--- config.mk ---
export PLATFORM = sky130hd
export DESIGN_NAME = adc_sample_sequencer
export DESIGN_NICKNAME = d
export VERILOG_FILES = /design/src/rtl/samp_seq_pkg.sv /design/src/rtl/samp_seq_datapath.sv /design/src/rtl/samp_seq_control.sv /design/src/rtl/adc_sample_sequencer.sv
export SDC_FILE = /design/constraint.sdc
export NUM_CORES = 1
export LEC_CHECK = 0
export BUFFER_PORTS_ARGS = -buffer_cell sky130_fd_sc_hd__buf_4
export CORE_ASPECT_RATIO = 0.9
export CORE_MARGIN = 3
export CORE_UTILIZATION = 49
export CTS_BUF_LIST = sky130_fd_sc_hd__clkbuf_4
export CTS_CLUSTER_DIAMETER = 60
export DETAILED_ROUTE_END_ITERATION = 16
export PLACE_DENSITY = 0.77
export SETUP_SLACK_MARGIN = 0.2
export SLEW_MARGIN = 25
export SYNTH_ARGS = -nofsm -noshare
export SYNTH_HDL_FRONTEND = slang
export SYNTH_SLANG_ARGS = --single-unit
--- constraint.sdc ---
create_clock -name clk -period 2.4 [get_ports clk]
set_input_delay 0.12 -clock clk [delete_from_list [all_inputs] [get_ports clk]]
set_output_delay 0.12 -clock clk [all_outputs]
set_load 0.005 [all_outputs]
--- src/rtl/samp_seq_pkg.sv ---
package samp_seq_pkg;
  typedef enum logic [1:0] {
    ST_IDLE  = 2'd0,
    ST_TIMED = 2'd1,
    ST_LEVEL = 2'd2,
    ST_CONV  = 2'd3
  } seqState_t;

  typedef struct packed {
    logic loadTimer;
    logic goConvert;
    logic clrSoftStart;
  } ctrlStrobe_t;
endpackage

--- src/rtl/samp_seq_datapath.sv ---
module samp_seq_datapath
  import samp_seq_pkg::*;
#(
  parameter int SRC_COUNT = 4,
  parameter int SEL_W     = 2,
  parameter int SHT_W     = 3,
  parameter int BASE_LOG2 = 2,
  parameter int CNT_W     = BASE_LOG2 + (1 << SHT_W)
) (
  input  logic                 clk,
  input  logic                 rstN,
  input  logic                 convTick,
  input  logic                 softSet,
  input  logic                 softClr,
  input  logic [SRC_COUNT-2:0] hwTrig,
  input  logic [SEL_W-1:0]     trigSel,
  input  logic                 trigInvert,
  input  logic [SHT_W-1:0]     shtSel,
  input  ctrlStrobe_t          strobe,
  output logic                 softBit,
  output logic                 trigLevel,
  output logic                 trigRise,
  output logic                 timerExpire,
  output logic [CNT_W-1:0]     timerCount
);
  localparam logic [CNT_W-1:0] ONE = {{(CNT_W-1){1'b0}}, 1'b1};
  localparam int               MIN_LEN = 1 << BASE_LOG2;

  logic [SRC_COUNT-1:0] srcVec;
  logic                 trigPrev;
  logic [CNT_W-1:0]     loadVal;

  assign srcVec[0] = softBit;
  for (genvar i = 1; i < SRC_COUNT; i++) begin : g_src
    assign srcVec[i] = hwTrig[i-1];
  end

  assign trigLevel = srcVec[trigSel] ^ trigInvert;
  assign trigRise  = trigLevel & ~trigPrev;
  assign loadVal   = ONE << (BASE_LOG2 + int'(shtSel));
  assign timerExpire = convTick && (timerCount == ONE);

  always_ff @(posedge clk) begin
    if (!rstN) begin
      trigPrev <= 1'b0;
    end else begin
      trigPrev <= trigLevel;
    end
  end

  always_ff @(posedge clk) begin
    if (!rstN) begin
      softBit <= 1'b0;
    end else if (softSet) begin
      softBit <= 1'b1;
    end else if (softClr || strobe.clrSoftStart) begin
      softBit <= 1'b0;
    end
  end

  always_ff @(posedge clk) begin
    if (!rstN) begin
      timerCount <= '0;
    end else if (strobe.loadTimer) begin
      timerCount <= loadVal;
    end else if (convTick && timerCount != '0) begin
      timerCount <= timerCount - ONE;
    end
  end

  AST_LOAD_RANGE: assert property (@(posedge clk) disable iff (!rstN)
    strobe.loadTimer |=> (int'(timerCount) >= MIN_LEN && int'(timerCount) <= (MIN_LEN << ((1 << SHT_W) - 1))));

  AST_SOFT_SELF_CLEAR: assert property (@(posedge clk) disable iff (!rstN)
    (strobe.clrSoftStart && !softSet) |=> !softBit);
endmodule

--- src/rtl/samp_seq_control.sv ---
module samp_seq_control
  import samp_seq_pkg::*;
(
  input  logic        clk,
  input  logic        rstN,
  input  logic        convEnable,
  input  logic        pulseMode,
  input  logic        multiConv,
  input  logic        convDone,
  input  logic        trigLevel,
  input  logic        trigRise,
  input  logic        timerExpire,
  output ctrlStrobe_t strobe,
  output logic        sampleWin,
  output logic        timedPhase,
  output logic        convStart,
  output logic        busy
);
  seqState_t state, stateNext;

  always_comb begin
    stateNext = state;
    strobe    = '0;
    unique case (state)
      ST_IDLE: begin
        if (convEnable && trigRise) begin
          if (pulseMode) begin
            stateNext        = ST_TIMED;
            strobe.loadTimer = 1'b1;
          end else begin
            stateNext = ST_LEVEL;
          end
        end
      end
      ST_TIMED: begin
        if (timerExpire) begin
          stateNext        = ST_CONV;
          strobe.goConvert = 1'b1;
        end
      end
      ST_LEVEL: begin
        if (!trigLevel) begin
          stateNext        = ST_CONV;
          strobe.goConvert = 1'b1;
        end
      end
      ST_CONV: begin
        if (convDone) begin
          strobe.clrSoftStart = 1'b1;
          if (pulseMode && multiConv && convEnable) begin
            stateNext        = ST_TIMED;
            strobe.loadTimer = 1'b1;
          end else begin
            stateNext = ST_IDLE;
          end
        end
      end
      default: stateNext = ST_IDLE;
    endcase
  end

  always_ff @(posedge clk) begin
    if (!rstN) begin
      state     <= ST_IDLE;
      convStart <= 1'b0;
    end else begin
      state     <= stateNext;
      convStart <= strobe.goConvert;
    end
  end

  assign sampleWin  = (state == ST_TIMED) || (state == ST_LEVEL);
  assign timedPhase = (state == ST_TIMED);
  assign busy       = (state != ST_IDLE);

  AST_IDLE_WHEN_DISABLED: assert property (@(posedge clk) disable iff (!rstN)
    (state == ST_IDLE && !convEnable) |=> (state == ST_IDLE));

  AST_CONV_ONE_CYCLE: assert property (@(posedge clk) disable iff (!rstN)
    convStart |=> !convStart);

  AST_START_AFTER_WINDOW: assert property (@(posedge clk) disable iff (!rstN)
    convStart |-> !sampleWin);
endmodule

--- src/rtl/adc_sample_sequencer.sv ---
module adc_sample_sequencer
  import samp_seq_pkg::*;
#(
  parameter int SHT_W     = 3,
  parameter int BASE_LOG2 = 2
) (
  input  logic             clk,
  input  logic             rstN,
  input  logic             convTick,
  input  logic             convEnable,
  input  logic             softStartSet,
  input  logic             softStartClr,
  input  logic             timerA1,
  input  logic             timerB0,
  input  logic             timerB1,
  input  logic [1:0]       trigSel,
  input  logic             trigInvert,
  input  logic             pulseMode,
  input  logic             multiConv,
  input  logic [SHT_W-1:0] shtSel,
  input  logic             convDone,
  output logic             sampleWin,
  output logic             convStart,
  output logic             busy,
  output logic             softStartBit
);
  localparam int SRC_COUNT = 4;
  localparam int SEL_W     = $clog2(SRC_COUNT);
  localparam int CNT_W     = BASE_LOG2 + (1 << SHT_W);

  ctrlStrobe_t      strobe;
  logic             trigLevel;
  logic             trigRise;
  logic             timerExpire;
  logic             timedPhase;
  logic [CNT_W-1:0] timerCount;

  samp_seq_datapath #(
    .SRC_COUNT(SRC_COUNT),
    .SEL_W    (SEL_W),
    .SHT_W    (SHT_W),
    .BASE_LOG2(BASE_LOG2),
    .CNT_W    (CNT_W)
  ) u_dp (
    .clk        (clk),
    .rstN       (rstN),
    .convTick   (convTick),
    .softSet    (softStartSet),
    .softClr    (softStartClr),
    .hwTrig     ({timerB1, timerB0, timerA1}),
    .trigSel    (trigSel),
    .trigInvert (trigInvert),
    .shtSel     (shtSel),
    .strobe     (strobe),
    .softBit    (softStartBit),
    .trigLevel  (trigLevel),
    .trigRise   (trigRise),
    .timerExpire(timerExpire),
    .timerCount (timerCount)
  );

  samp_seq_control u_ctrl (
    .clk        (clk),
    .rstN       (rstN),
    .convEnable (convEnable),
    .pulseMode  (pulseMode),
    .multiConv  (multiConv),
    .convDone   (convDone),
    .trigLevel  (trigLevel),
    .trigRise   (trigRise),
    .timerExpire(timerExpire),
    .strobe     (strobe),
    .sampleWin  (sampleWin),
    .timedPhase (timedPhase),
    .convStart  (convStart),
    .busy       (busy)
  );

  AST_WIN_IMPLIES_BUSY: assert property (@(posedge clk) disable iff (!rstN)
    sampleWin |-> busy);

  AST_TIMER_NOT_EMPTY: assert property (@(posedge clk) disable iff (!rstN)
    timedPhase |-> (timerCount != '0));

  AST_DONE_CLEARS_SOFT: assert property (@(posedge clk) disable iff (!rstN)
    (busy && !sampleWin && convDone && !softStartSet) |=> !softStartBit);
endmodule

==> impl_metrics.ini, run 1 <==
[status]
status = finished clean

[critical_path]
end_kind = flip-flop
crit_fanout = 4
crit_chain = ha_4 -> or4bb_4 -> or4_4 -> a222oi_1 -> buf_4 -> a21oi_2 -> a311oi_1
cp_data_required_time_ns = 2.59
start_kind = flip-flop
r2r-end = u_ctrl.state[0]$_SDFFE_PN0P_
cp_data_arrival_time_ns = 2.45
critPathBufInv = 1
critPathKind = flip-flop to flip-flop
cp.depth = 7
slowest_stage = or4bb_4
slowest_delay_ns = 0.43
crit_family = simple AND/OR/NAND/NOR gates
cp-endpoint = u_ctrl.state[0]$_SDFFE_PN0P_
worst_r2r_path_depth = 7
reg2reg_from = u_dp.timerCount[0]$_SDFFE_PN0P_
startpoint = u_dp.timerCount[0]$_SDFFE_PN0P_
rrSetupSlack_ns = 0.14

[sta]
setup-tns-final_ns = 0
timing.fmax_mhz = 442
hold_slack_ns = 0.0347
fin_crit_sh = 0.942
hold_viol_final = 0
finalSetupViolations = 0
period_needed_ns = 2.26
finalMaxSlewViolations = 0
max_slew.worst_pin.slew_ns = 0.416
rsz0062_at_grt = true
max_slew_margin = 0.720
clock_skew_ns = 0.0137

[global_route]
grt_pass1_vias = 1054
use_met3 = 0.0379
grt-busiest-layer = met2
antenna_found_initial = 0
grt_use_met2 = 0.374
overflow = 0
grt_pass1_wl_um = 4840
grt.met1_usage = 0.274
grt_use_total = 0.214
grt_max_degree = 19

[synth]
synthCells = 132
async_flop_share = 0
synth_edf_count = 0
ys_types = 47
ys_seq_area_frac = 0.269
netlist_area_sq_um = 1120
syn_area_per_cell_sq_um = 8.46
ys_warn_count = 0
ys_ff_latch = 15
ys.flop_type = dfxtp_1
syn-num-nets = 158

[clock_tree]
clk_latency_ns = 0.29
cts.path.max_buffers = 2
numCtsBuffers = 3
root_buffer = clkbuf_4
numClockSinks = 15
clkTransAtPathRegs_ns = 0.10
htree_levels = 1
cts_tree = yes

[placement]
dp_hpwl_um = 2080
placed_cell_area_sq_um = 1320
dp_cells = 178
place_congestion = 0.908
io_buffer_count = 21

[route]
num_vias = 1069
avgRoutedWirePerCell_um = 15.0
drc = 0
via_per_inst = 5.72
wirelength_um = 2800
drtAntennaViolNets = 0
first_pass_iters = 6
drtIter0Drc = 55

[die]
start_util = 0.551
die_area_sq_um = 2890
die_x_um = 56.3
ios = 22
fp.dieH_um = 51.3
core-area_sq_um = 2030
row_count = 15

[finish]
final-instance-count-excl-fill = 187
seqCellArea_sq_um = 305
n_antenna_cell = 0
final_area_sq_um = 1420
syn_to_final_growth_pct = 26.8
fin_nets = 189
multi_input_area_sq_um = 778
fillers = 156
drive_gt1_frac = 0.327

[power_and_ir_drop]
p_per_area_nw_per_um2 = 1120
power_leakage_nw = 0.581
ir_worst_vdd_v = 0.000664
total_power_mw = 1.58

[hold_path]
hold_path_class = primary input to flip-flop

[job]
cap_violations = 0
[per-layer routing]
metal / routed length [um] / part of all wire
met5: 0 / 0
met4: 22 / 0.0079
met3: 96 / 0.034
met2: 1370 / 0.49
met1: 1310 / 0.47
[synth_stat cells (2+ instances only)]
library cell	instances	area, sq um
ha_1	8	100
o41ai_1	2	17.5
nor3_1	2	10.0
a21oi_1	2	10.0
mux2i_1	12	120
o21ai_0	8	40.0
nor4_1	3	18.8
xnor2_1	3	26.3
nor4b_1	2	17.5
inv_1	11	41.3
nand3_1	2	10.0
nand4_1	4	25.0
dfxtp_1	15	300
nand2_1	19	71.3
nor2_1	7	26.3
[metrics by stage]
stage / utilization / setup WS (ns)
floorplan: - / 0.190
global placement: 0.649 / 0.127
detailed placement: 0.649 / 0.0526
CTS: 0.688 / 0.176
global route: 0.698 / 0.0331
finish: 0.698 / 0.138
[worst register-to-register path: stages (launching register included)]
cell and delay [ns]:
dfxtp_2 0.40, ha_4 0.14, or4bb_4 0.43, or4_4 0.42
a222oi_1 0.33, buf_4 0.19, a21oi_2 0.05, a311oi_1 0.21
[timing repair]
action / 4_1_cts / 5_1_grt
pin swaps: 3 / 2
hold buffers: 0 / 0
gates resized for setup: 6 / 4
endpoints found under the setup margin: 2 / 5
buffers inserted: 4 / 1
[worst min path at each step]
stage | slack, ns | start | depth (start not counted) | endpoint
floorplan | 0.24 | softStartSet | 2 | u_dp.softBit$_SDFFE_PN0P_
global placement | 0.34 | softStartSet | 3 | u_dp.softBit$_SDFFE_PN0P_
detailed placement | 0.35 | softStartSet | 3 | u_dp.softBit$_SDFFE_PN0P_
CTS | 0.04 | softStartSet | 3 | u_dp.softBit$_SDFFE_PN0P_
global route | 0.04 | softStartSet | 3 | u_dp.softBit$_SDFFE_PN0P_
finish | 0.03 | softStartSet | 3 | u_dp.softBit$_SDFFE_PN0P_
[registers in the layout, indices dropped and copies added (netlist names)]
name              count
u_ctrl.convStart      1
u_ctrl.state          2
u_dp.softBit          1
u_dp.timerCount      10
u_dp.trigPrev         1
[power breakdown]
part | internal, mW | total, mW | switching (mW)
clock network | 0.0634 | 0.151 | 0.0878
logic | 0.509 | 1.00 | 0.491
registers | 0.339 | 0.430 | 0.0915
total | 0.911 | 1.58 | 0.670
[area by class of cell]
type,count,share of cell area
flip-flops and latches,15,0.216
clock inverters,1,0.00531
clock buffers,3,0.0159
well taps,25,0.0221
multi-input cells,102,0.550
repair buffers,30,0.162
inverters,11,0.0292
[cell families (layout without fill, tap and decap cells)]
| logic type | after synthesis | count (layout) | synth area share |
|---|---|---|---|
| multiplexers | 14 | 14 | 0.138 |
| AO/OA/AOI/OAI | 23 | 23 | 0.144 |
| buffers and inverters | 15 | 45 | 0.0616 |
| flip-flops | 15 | 15 | 0.269 |
| adder cells (fa/ha/maj) | 8 | 8 | 0.0897 |
| AND/OR/NAND/NOR | 53 | 53 | 0.267 |
| XOR/XNOR | 4 | 4 | 0.0314 |
[layout by cell type (no fill, tap or decap), drive strengths merged, types with 2 or more instances in the layout]
| cell type | count |
|---|---|
| ha | 8 |
| nor3 | 2 |
| buf | 30 |
| mux2i | 12 |
| o41ai | 2 |
| nor4b | 2 |
| inv | 11 |
| dfxtp | 15 |
| clkbuf | 3 |
| o21ai | 8 |
| o31a | 2 |
| nand4 | 4 |
| nand2 | 19 |
| nor2 | 7 |
| nor4 | 3 |
| xnor2 | 3 |
| or4 | 2 |
| nand3 | 2 |
| a21oi | 2 |
No activity file was read; power rests on OpenSTA's default activity.
==> run 2, diff against run 1 <==
--- a/config.mk
+++ b/config.mk
@@ -12,7 +12,7 @@
 export CTS_BUF_LIST = sky130_fd_sc_hd__clkbuf_4
 export CTS_CLUSTER_DIAMETER = 60
 export DETAILED_ROUTE_END_ITERATION = 16
-export PLACE_DENSITY = 0.77
+export PLACE_DENSITY = 0.74
 export SETUP_SLACK_MARGIN = 0.2
 export SLEW_MARGIN = 25
 export SYNTH_ARGS = -nofsm -noshare
==> constraint.sdc (replaced) <==
create_clock -name clk -period 2.1 [get_ports clk]
set_input_delay 0.105 -clock clk [delete_from_list [all_inputs] [get_ports clk]]
set_output_delay 0.105 -clock clk [all_outputs]
set_load 0.005 [all_outputs]
==> run 2 against run 1 <==
Compared with the run above:
- the run now ends with setup timing left
- register-to-register slack worse by 0.38 ns
- sequential cell count stayed put
- combinational power is 76% higher
- largest cell class unchanged
==> impl_metrics.ini, run 2 (synthesis gave the netlist of run 1 again) <==
[sta]
timing.fmax_mhz = 427
rsz0062_at_grt = true
fin_crit_sh = 1.11
max_slew.worst_pin.slew_ns = 0.596
clock_skew_ns = 0.00307
max_slew_margin = 0.599
finalSetupViolations = 2
hold_slack_ns = 0.0197
final.setup.worst_slack_ns = -0.241
finalMaxSlewViolations = 0
hold_viol_final = 0
period_needed_ns = 2.34
setup-tns-final_ns = -0.463

[critical_path]
start_kind = flip-flop
crit_chain = inv_2 -> ha_4 -> or4bb_4 -> or4_4 -> a222oi_1 -> buf_4 -> a21oi_2 -> a311oi_2
cp_data_required_time_ns = 2.30
rrSetupSlack_ns = -0.24
end_kind = flip-flop
crit_family = simple AND/OR/NAND/NOR gates
slowest_stage = or4bb_4
critPathKind = flip-flop to flip-flop
crit_fanout = 3
critPathBufInv = 2
cp_data_arrival_time_ns = 2.54
slowest_delay_ns = 0.43

[finish]
n_antenna_cell = 0
largest_register_ffs = 10
reg_top3 = u_dp.timerCount x10, u_ctrl.state x2
fin_util = 0.827
fillers = 106
drive_gt1_frac = 0.459
mostFrequentLayoutCell = buf_4
syn_to_final_growth_pct = 50.2
final_cell_mix = buf_4, nand2_1, mux2i_1
fin_nets = 199
top_register = u_dp.timerCount

[route]
wirelength_um = 3710
drtIter0Drc = 78
drc = 0
drtAntennaViolNets = 0
num_vias = 1257
avgRoutedWirePerCell_um = 18.8
via_per_inst = 6.38
first_pass_iters = 5

[die]
row_count = 15
start_util = 0.551
ios = 22
core-area_sq_um = 2030
fp.dieH_um = 51.3
die_x_um = 56.3
die_area_sq_um = 2890

[hold_path]
hold_path_class = primary input to flip-flop

[power_and_ir_drop]
p_clk_frac = 0.075
ir_worst_vdd_v = 0.000903
power_leakage_nw = 0.684
swShare = 0.451
p_int_mw = 1.32
seqPwrFrac = 0.196
p_sw_mw = 1.09
p_per_area_nw_per_um2 = 1440
combPwrFrac = 0.728

[placement]
io_buffer_count = 21
place_ws_ns = -0.233
place_congestion = 0.886
dp_hpwl_um = 2190

[status]
status = finished, violations left
violations = setup timing

[clock_tree]
cts_tree = yes
root_buffer = clkbuf_4
htree_levels = 1
clkTransAtPathRegs_ns = 0.09
numClockSinks = 15
numCtsBuffers = 3
cts.path.max_buffers = 2
clk_latency_ns = 0.29
cts_hold_buffers = 0

[global_route]
grt_pass1_vias = 1068
overflow = 0
grt_pass1_wl_um = 4860
antenna_found_initial = 0
grt_max_degree = 19
grt_use_total = 0.219

[job]
cap_violations = 0
run 2: metrics by stage:
stage	std cells	power (mW)	area, sq um
2_1_floorplan	132	1.22	1140
3_3_place_gp	186	1.53	1400
3_5_place_dp	186	1.57	1400
4_1_cts	192	2.08	1560
5_1_grt	197	2.53	1680
6_report	197	2.41	1680
run 2: power by group through the flow:
stage          clock network [mW]  logic, mW  registers, mW
3_5_place_dp                    0       1.11          0.462
6_report                    0.182       1.76          0.474
2_1_floorplan                   0      0.750          0.475
3_3_place_gp                    0       1.08          0.454
5_1_grt                     0.192       1.85          0.481
4_1_cts                     0.181       1.43          0.465
run 2: final cells by class:
class                      count  area (sq um)  share of cell area
tap                           25          31.3              0.0187
inverter                      11          43.8              0.0261
clock buffer                   4          30.0              0.0179
timing repair buffer          40           338               0.201
multi-input combinational    102           928               0.554
sequential                    15           305               0.182
run 2: worst min-delay path, delay by kind of cell:
kind	cells	cell delay, ns
buffers and inverters	1	0.08
and+or+nand+nor	1	0.07
AOI/OAI and AO/OA	1	0.03
run 2: routing by layer:
layer  vias up  track usage  wire length, um
met4         0       0.0949               97
li1        574            -                -
met2        79        0.321             1720
met1       589        0.303             1590
met5         -            0                0
met3        15       0.0530              306
run 2: worst paths after layout:
kind,from,endpoint,cells past startpoint
min reg2reg,u_dp.softBit$_SDFFE_PN0P_,u_dp.softBit$_SDFFE_PN0P_,2
max reg2reg,u_dp.timerCount[1]$_SDFFE_PN0P_,u_ctrl.state[0]$_SDFFE_PN0P_,8
min,softStartSet,u_dp.softBit$_SDFFE_PN0P_,3
max,u_dp.timerCount[1]$_SDFFE_PN0P_,u_ctrl.state[0]$_SDFFE_PN0P_,8
run 2: repair_timing:
item                                    in CTS  in global routing
gates resized for setup                     28                  9
buffers inserted                             2                  4
pin swaps                                    7                  8
cloned                                       0                  1
endpoints found under the setup margin       9                 12
==> run 3, diff against run 2 <==
--- a/config.mk
+++ b/config.mk
@@ -6,13 +6,15 @@
 export NUM_CORES = 1
 export LEC_CHECK = 0
 export BUFFER_PORTS_ARGS = -buffer_cell sky130_fd_sc_hd__buf_4
+export CELL_PAD_IN_SITES_DETAIL_PLACEMENT = 1
+export CELL_PAD_IN_SITES_GLOBAL_PLACEMENT = 2
 export CORE_ASPECT_RATIO = 0.9
 export CORE_MARGIN = 3
-export CORE_UTILIZATION = 49
+export CORE_UTILIZATION = 33
 export CTS_BUF_LIST = sky130_fd_sc_hd__clkbuf_4
 export CTS_CLUSTER_DIAMETER = 60
 export DETAILED_ROUTE_END_ITERATION = 16
-export PLACE_DENSITY = 0.74
+export PLACE_DENSITY = 0.83
 export SETUP_SLACK_MARGIN = 0.2
 export SLEW_MARGIN = 25
 export SYNTH_ARGS = -nofsm -noshare
==> run 3 against run 2 <==
Compared with the run above:
- the flow still finishes with violations (setup timing)
- die area is 43% higher
- fmax is 0.19% lower
- via count shrank 3.9%
- setup slack worse by 0.0045 ns
- sequential power up 3%
- hold slack improved by 0.021 ns
- critical path type unchanged
- highest routed layer unchanged
==> impl_metrics.ini, run 3 (synthesis gave the netlist of run 1 again) <==
[finish]
n_antenna_cell = 0
fin_nets = 198
final_cell_mix = buf_4, nand2_1, mux2i_1
top_register = u_dp.timerCount
largest_register_ffs = 10
mostFrequentLayoutCell = buf_4
reg_top3 = u_dp.timerCount x10, u_ctrl.state x2
final_area_sq_um = 1720
syn_to_final_growth_pct = 54.4
drive_gt1_frac = 0.474
fillers = 380
fin_util = 0.549
final-instance-count-excl-fill = 213

[placement]
place_congestion = 0.812
dp_cells = 203
placed_cell_area_sq_um = 1420
io_buffer_count = 21
dp_hpwl_um = 2560

[global_route]
grt_max_degree = 19
grt_pass1_vias = 1246
overflow = 0
antenna_found_initial = 0
grt_pass1_wl_um = 6280
grt_use_total = 0.210

[critical_path]
start_kind = flip-flop
critPathKind = flip-flop to flip-flop
cp_data_required_time_ns = 2.29
cp_data_arrival_time_ns = 2.54
worst_r2r_path_depth = 8
rrSetupSlack_ns = -0.25
end_kind = flip-flop
crit_fanout = 3

[die]
ios = 22
core-area_sq_um = 3140
row_count = 19
fp.dieH_um = 61.2
die_x_um = 67.3
start_util = 0.356
die_area_sq_um = 4120

[route]
drtIter0Drc = 61
avgRoutedWirePerCell_um = 20.0
wirelength_um = 4260
first_pass_iters = 5
drc = 0
num_vias = 1208
drtAntennaViolNets = 0
via_per_inst = 5.67

[clock_tree]
cts_tree = yes
cts.path.max_buffers = 2
cts_hold_buffers = 0
htree_levels = 1
numCtsBuffers = 3
clk_latency_ns = 0.28
numClockSinks = 15
root_buffer = clkbuf_4
clkTransAtPathRegs_ns = 0.09

[power_and_ir_drop]
power_leakage_nw = 0.691
p_per_area_nw_per_um2 = 1510
p_int_mw = 1.38
ir_worst_vdd_v = 0.000583
seqPwrFrac = 0.188
swShare = 0.468
p_clk_frac = 0.070
p_sw_mw = 1.22
combPwrFrac = 0.742

[status]
status = finished, violations left
violations = setup timing

[sta]
timing.fmax_mhz = 426
period_needed_ns = 2.35
fin_crit_sh = 1.12
hold_viol_final = 0
finalSetupViolations = 2
clock_skew_ns = 0.00562
rsz0062_at_grt = true
final.setup.worst_slack_ns = -0.246
setup-tns-final_ns = -0.437
hold_slack_ns = 0.0408
max_slew_margin = 0.700
finalMaxSlewViolations = 0
max_slew.worst_pin.slew_ns = 0.449

[hold_path]
hold_path_class = primary input to flip-flop
whs_path_depth = 3

[job]
cap_violations = 0
## run 3: final cells by class
class,count,area (sq um),area share
clock buffer,4,30.0,0.0174
timing repair buffer,39,324,0.188
multi-input combinational,102,965,0.560
tap,42,52.6,0.0305
inverter,11,43.8,0.0254
sequential,15,308,0.179
## run 3: routing by layer
metal,vias to the layer above,global-route usage,part of all wire
met3,12,0.0456,0.039
met5,-,0,0
met1,588,0.251,0.41
met2,44,0.368,0.52
li1,564,-,-
met4,0,0.0838,0.033
## run 3: repair_timing
| action | in CTS | in global routing |
|---|---|---|
| setup buffers | 5 | 1 |
| endpoints found under the setup margin | 11 | 12 |
| pin swaps | 10 | 13 |
| gates resized for setup | 37 | 14 |
## run 3: power by group through the flow
stage	registers (mW)	logic (mW)	clock network, mW
5_1_grt	0.499	2.04	0.196
6_report	0.489	1.93	0.181
3_5_place_dp	0.464	1.14	0
4_1_cts	0.472	1.64	0.179
2_1_floorplan	0.475	0.750	0
3_3_place_gp	0.456	1.10	0
## run 3: worst max-delay path, cell delays in order (launching register included)
cell and delay (ns):
dfxtp_2 0.34, inv_2 0.08, ha_4 0.12, or4bb_4 0.45, or4_4 0.44, a222oi_1 0.37, buf_4 0.20, a21oi_2 0.05
a311oi_1 0.22
## run 3: worst paths after layout
path | start | to
setup / recovery | u_dp.timerCount[1]$_SDFFE_PN0P_ | u_ctrl.state[0]$_SDFFE_PN0P_
hold / removal | softStartSet | u_dp.softBit$_SDFFE_PN0P_
setup reg to reg | u_dp.timerCount[1]$_SDFFE_PN0P_ | u_ctrl.state[0]$_SDFFE_PN0P_
hold reg to reg | u_dp.softBit$_SDFFE_PN0P_ | u_dp.softBit$_SDFFE_PN0P_
## run 3: metrics by stage
| stage | setup WS [ns] | power [mW] |
|---|---|---|
| final | -0.246 | 2.60 |
| after global routing | -0.320 | 2.74 |
| after CTS | -0.116 | 2.29 |
| after detailed placement | -0.242 | 1.60 |
| after global placement | -0.135 | 1.55 |
| after floorplan | -0.110 | 1.22 |
